$ cat config.mk
export PLATFORM = sky130hd
export DESIGN_NAME = tlb_cache
export DESIGN_NICKNAME = d
export VERILOG_FILES = /design/src/rtl/tlb_pkg.sv /design/src/rtl/tlb_match.sv /design/src/rtl/tlb_victim.sv /design/src/rtl/tlb_cache.sv
export SDC_FILE = /design/constraint.sdc
export NUM_CORES = 1
export LEC_CHECK = 0
export BUFFER_PORTS_ARGS = -buffer_cell sky130_fd_sc_hd__clkbuf_2
export CAP_MARGIN = 10
export CORE_AREA = 4 4 169 203
export DETAILED_ROUTE_END_ITERATION = 7
export DIE_AREA = 0 0 173 207
export PLACE_DENSITY = 0.85
export SKIP_LAST_GASP = 1
export SYNTH_ARGS = -nofsm -noshare
export SYNTH_HDL_FRONTEND = slang
export SYNTH_HIERARCHICAL = 1
export SYNTH_SLANG_ARGS = --single-unit
$ cat constraint.sdc
create_clock -name clk -period 9.5 [get_ports clk]
set_input_delay 0 -clock clk [delete_from_list [all_inputs] [get_ports clk]]
set_output_delay 0 -clock clk [all_outputs]
set_load 0.03 [all_outputs]
$ cat src/rtl/tlb_pkg.sv
package tlb_pkg;
    parameter int VA_W      = 32;
    parameter int OFS_W     = 12;
    parameter int VPN_W     = VA_W - OFS_W;
    parameter int PFN_W     = 20;
    parameter int PA_W      = PFN_W + OFS_W;
    parameter int FLAG_W    = 6;
    parameter int FLG_GLOB  = 5;

    typedef struct packed {
        logic              valid;
        logic [VPN_W-1:0]  vpn;
        logic [PFN_W-1:0]  pfn;
        logic [FLAG_W-1:0] flags;
    } tlb_entry_t;
endpackage

$ cat src/rtl/tlb_match.sv
// Parallel page-number comparator across all entries, with a one-hot to index encoder.
module tlb_match
    import tlb_pkg::*;
#(
    parameter int ENTRIES = 8,
    localparam int IDX_W  = (ENTRIES > 1) ? $clog2(ENTRIES) : 1
) (
    input  tlb_entry_t [ENTRIES-1:0] ent_i,
    input  logic [VPN_W-1:0]         key_i,
    output logic [ENTRIES-1:0]       match_o,
    output logic                     any_o,
    output logic [IDX_W-1:0]         idx_o
);
    genvar g;
    generate
        for (g = 0; g < ENTRIES; g++) begin : g_cmp
            assign match_o[g] = ent_i[g].valid && (ent_i[g].vpn == key_i);
        end
    endgenerate

    assign any_o = |match_o;

    // Matches are unique, so OR-ing the indices of set bits yields the index.
    always_comb begin
        idx_o = '0;
        for (int i = 0; i < ENTRIES; i++) begin
            if (match_o[i]) begin
                idx_o = idx_o | IDX_W'(i);
            end
        end
    end
endmodule

$ cat src/rtl/tlb_victim.sv
// Chooses the slot a refill writes: matching entry, else lowest free, else pointer.
module tlb_victim #(
    parameter int ENTRIES = 8,
    localparam int IDX_W  = (ENTRIES > 1) ? $clog2(ENTRIES) : 1
) (
    input  logic [ENTRIES-1:0] valid_i,
    input  logic               same_hit_i,
    input  logic [IDX_W-1:0]   same_idx_i,
    input  logic [IDX_W-1:0]   rr_i,
    output logic [IDX_W-1:0]   slot_o,
    output logic               use_rr_o
);
    logic             free_any;
    logic [IDX_W-1:0] free_idx;

    always_comb begin
        free_any = 1'b0;
        free_idx = '0;
        for (int i = ENTRIES - 1; i >= 0; i--) begin
            if (!valid_i[i]) begin
                free_any = 1'b1;
                free_idx = IDX_W'(i);
            end
        end
    end

    always_comb begin
        use_rr_o = 1'b0;
        if (same_hit_i) begin
            slot_o = same_idx_i;
        end else if (free_any) begin
            slot_o = free_idx;
        end else begin
            slot_o   = rr_i;
            use_rr_o = 1'b1;
        end
    end
endmodule

$ cat src/rtl/tlb_cache.sv
module tlb_cache
    import tlb_pkg::*;
#(
    parameter int ENTRIES = 8,
    localparam int IDX_W  = (ENTRIES > 1) ? $clog2(ENTRIES) : 1
) (
    input  logic              clk,
    input  logic              rst_n,
    input  logic              lk_valid,
    input  logic [VA_W-1:0]   lk_vaddr,
    output logic              lk_hit,
    output logic              lk_miss,
    output logic [PA_W-1:0]   lk_paddr,
    output logic [FLAG_W-1:0] lk_flags,
    input  logic              fill_en,
    input  logic [VPN_W-1:0]  fill_vpn,
    input  logic [PFN_W-1:0]  fill_pfn,
    input  logic [FLAG_W-1:0] fill_flags,
    input  logic              flush_en
);
    typedef struct packed {
        tlb_entry_t [ENTRIES-1:0] ent;
        logic [IDX_W-1:0]         rr;
    } tlb_state_t;

    tlb_state_t st_d, st_q;

    logic [ENTRIES-1:0] valid_vec;
    logic [ENTRIES-1:0] glob_vec;
    logic [ENTRIES-1:0] match_vec;
    logic [ENTRIES-1:0] fill_match_vec;
    logic               lk_any, fill_same;
    logic [IDX_W-1:0]   lk_idx, fill_same_idx, fill_slot;
    logic               fill_use_rr;
    logic [VPN_W-1:0]   lk_vpn;
    tlb_entry_t         hit_ent;

    assign lk_vpn = lk_vaddr[VA_W-1:OFS_W];

    genvar g;
    generate
        for (g = 0; g < ENTRIES; g++) begin : g_vec
            assign valid_vec[g] = st_q.ent[g].valid;
            assign glob_vec[g]  = st_q.ent[g].flags[FLG_GLOB];
        end
    endgenerate

    tlb_match #(.ENTRIES(ENTRIES)) u_lk_match (
        .ent_i   (st_q.ent),
        .key_i   (lk_vpn),
        .match_o (match_vec),
        .any_o   (lk_any),
        .idx_o   (lk_idx)
    );

    tlb_match #(.ENTRIES(ENTRIES)) u_fill_match (
        .ent_i   (st_q.ent),
        .key_i   (fill_vpn),
        .match_o (fill_match_vec),
        .any_o   (fill_same),
        .idx_o   (fill_same_idx)
    );

    tlb_victim #(.ENTRIES(ENTRIES)) u_victim (
        .valid_i    (valid_vec),
        .same_hit_i (fill_same),
        .same_idx_i (fill_same_idx),
        .rr_i       (st_q.rr),
        .slot_o     (fill_slot),
        .use_rr_o   (fill_use_rr)
    );

    // Lookup result, combinational from current state.
    always_comb begin
        hit_ent  = st_q.ent[lk_idx];
        lk_hit   = lk_valid && lk_any;
        lk_miss  = lk_valid && !lk_any;
        lk_paddr = '0;
        lk_flags = '0;
        if (lk_hit) begin
            lk_paddr = {hit_ent.pfn, lk_vaddr[OFS_W-1:0]};
            lk_flags = hit_ent.flags;
        end
    end

    // Next-state: flush first, then the refill lands on its chosen slot.
    always_comb begin
        st_d = st_q;
        if (flush_en) begin
            for (int i = 0; i < ENTRIES; i++) begin
                if (!st_q.ent[i].flags[FLG_GLOB]) begin
                    st_d.ent[i].valid = 1'b0;
                end
            end
        end
        if (fill_en) begin
            st_d.ent[fill_slot].valid = 1'b1;
            st_d.ent[fill_slot].vpn   = fill_vpn;
            st_d.ent[fill_slot].pfn   = fill_pfn;
            st_d.ent[fill_slot].flags = fill_flags;
            if (fill_use_rr) begin
                st_d.rr = (st_q.rr == IDX_W'(ENTRIES - 1)) ? '0 : st_q.rr + 1'b1;
            end
        end
    end

    always_ff @(posedge clk) begin
        if (!rst_n) begin
            st_q <= '0;
        end else begin
            st_q <= st_d;
        end
    end
endmodule

==> results.yml <==
pwr:
  p_sw_mw: 0.8665
  pwr-share-seq_pct: 47.2
  power_frac_clock_pct: 43.1
  ir_drop_mv: 0.1552
  intPower_mw: 2.588
  power_leakage_nw: 7.550
  comb_power_share_pct: 9.7
  powerDensity_nw_per_um2: 156.2
  switching_share_pct: 25.08
floorplanning:
  dieArea_um2: 35810
  die_w_um: 173
  ios: 123
  num_rows: 72
  start_util_pct: 64.37
  core_um2: 32250
  die_h_um: 207
cts:
  cts_root_buf: "clkbuf_16"
  cts_resized: 0
  clock_latency_ns: 0.54
  post_cts.repair.setup_buffers: 0
  cts_buffers: 40
  htreeDepth: 2
  cts_sinks: 379
  cts_buffer_depth: 3
  clk_pin_slew_ns: 0.06
  holdBufCountCts: 27
  cts_tree: "done"
detailed_routing:
  drt-wirelength-per-cell_um: 22.23
  top_layer: "met5"
  final_antenna_net_count: 0
  wl_met3_mm: 4.382
  wl_met1_mm: 23.59
  routed-via-count: 17680
  drt_iter0_markers: 1360
  dr.pass1.iters: 6
  finalWirelength_mm: 63.63
  vias_per_cell: 6.175
  dr_wl_met2_mm: 30.90
  drc_errors: 0
place:
  portBuffers: 122
  placedCellCount: 2769
  dp_hpwl_mm: 39.66
  place_ws_ns: 4.354
  place_congestion: 1.013
worst_setup_path:
  cp_slowest_cell: "nand4_1"
  rrSetupSlack_ns: 4.21
  cpMostUsedCell: "nand4_2"
  path_max_fanout: 26
  rr_worst_depth: 12
  path_buf_inv: 1
  startpoint_type: "flop"
  cp.arrival_ns: 5.70
  path_delay_family: "simple AND/OR/NAND/NOR gates"
  crit_cells: 12
  end_kind: "flop"
  crit_type: "flop to flop"
  cp.required_ns: 9.90
  slowest_delay_ns: 1.14
  crit_chain: "xor2_1 -> nor4_1 -> nand4_2 -> nand4_2 -> or4_1 -> nor4_4 -> a22oi_1 -> o21ai_1 -> nand4_1 -> buf_4 -> nand2_1 -> a21boi_1"
grt:
  grt_max_degree: 153
  overflow: 0
  grtUsageTotal_pct: 34.15
  grt_pass1_wl_mm: 98.05
  antenna_found_initial: 1
  grt_pass1_vias: 17740
sta:
  finalSetupViolCount: 0
  tns_ns: 0
  hold_viol_final: 0
  period_needed_ns: 5.293
  fmax_mhz: 188.9
  relSlewSlack_pct: 22.02
  timing.final.ws_setup_ns: 4.207
  worst_pin_slew_ns: 1.170
  slew_violations: 0
  rsz0062_at_grt: "no"
  min_period_over_period_pct: 55.71
  finClkSkew_ns: 0.02200
finish:
  final_cells: 2863
  layout_commonest_cell: "nand2_1"
  drive_above_1_share_pct: 14.33
  final_nets: 2516
  multi_input_area_um2: 11730
  antenna_cells: 0
  area_growth_pct: 6.552
  seqCellArea_um2: 7587
  final_cell_mix: "nand2_1 (705), dfxtp_1 (379), a21boi_1 (336), xnor2_1 (248), clkbuf_2 (121)"
  fillers: 2576
worst_hold_path:
  worstHoldPathType: "primary input to flop"
  hold_depth: 3
outcome:
  status: "finished, final reports clean"
yosys:
  syn_inst: 2458
  synth_area_um2: 20760
  ys_warn_count: 6
  avgSynthCellArea_um2: 8.445
  syn_nets: 2543
job:
  max-cap-violations: 0
[metal layers]
layer	vias up	GRT usage [%]
met5	-	0
met3	282	5.361
met4	2	23.32
met1	8531	38.58
met2	791	59.17
li1	8073	-
[power by group through the flow]
stage / logic [mW] / clock network (mW) / registers [mW]
after floorplan: 0.256 / 0 / 1.66
after global routing: 0.352 / 1.57 / 1.63
final: 0.335 / 1.49 / 1.63
after CTS: 0.327 / 1.50 / 1.63
after detailed placement: 0.318 / 0 / 1.67
after global placement: 0.312 / 0 / 1.66
[layout make-up]
class                   instances  area share, %
flip-flops and latches        379          34.30
inverters                       5        0.08485
clock buffers                  57          5.040
multi-input cells            1833          53.01
well taps                     407          2.302
clock inverters                10         0.4582
repair buffers                172          4.803
[per-stage QoR]
step           hold WS (ns)  util (%)  cell area (µm²)  power [mW]
6_report            0.02224     68.58            22120       3.454
5_1_grt             0.02039     68.58            22120       3.549
4_1_cts            0.001989     68.58            22120       3.458
3_5_place_dp         0.3373     63.97            20630       1.983
3_3_place_gp         0.3186     63.97            20630       1.976
2_1_floorplan        0.2271         -            20760       1.916
[worst min-delay path: cells and delay by family]
| kind | cells | cell delay (ns) |
|---|---|---|
| buffers and inverters | 1 | 0.26 |
| AO/OA/AOI/OAI | 1 | 0.07 |
| AND/OR/NAND/NOR | 1 | 0.17 |
[worst paths after layout]
path | start | end
worst max register to register | flop | flop
worst min-delay path | fill_en | st_q[2]
worst max-delay path | flop | flop
worst min register to register | flop | flop
(Power assumes the default switching activity.)
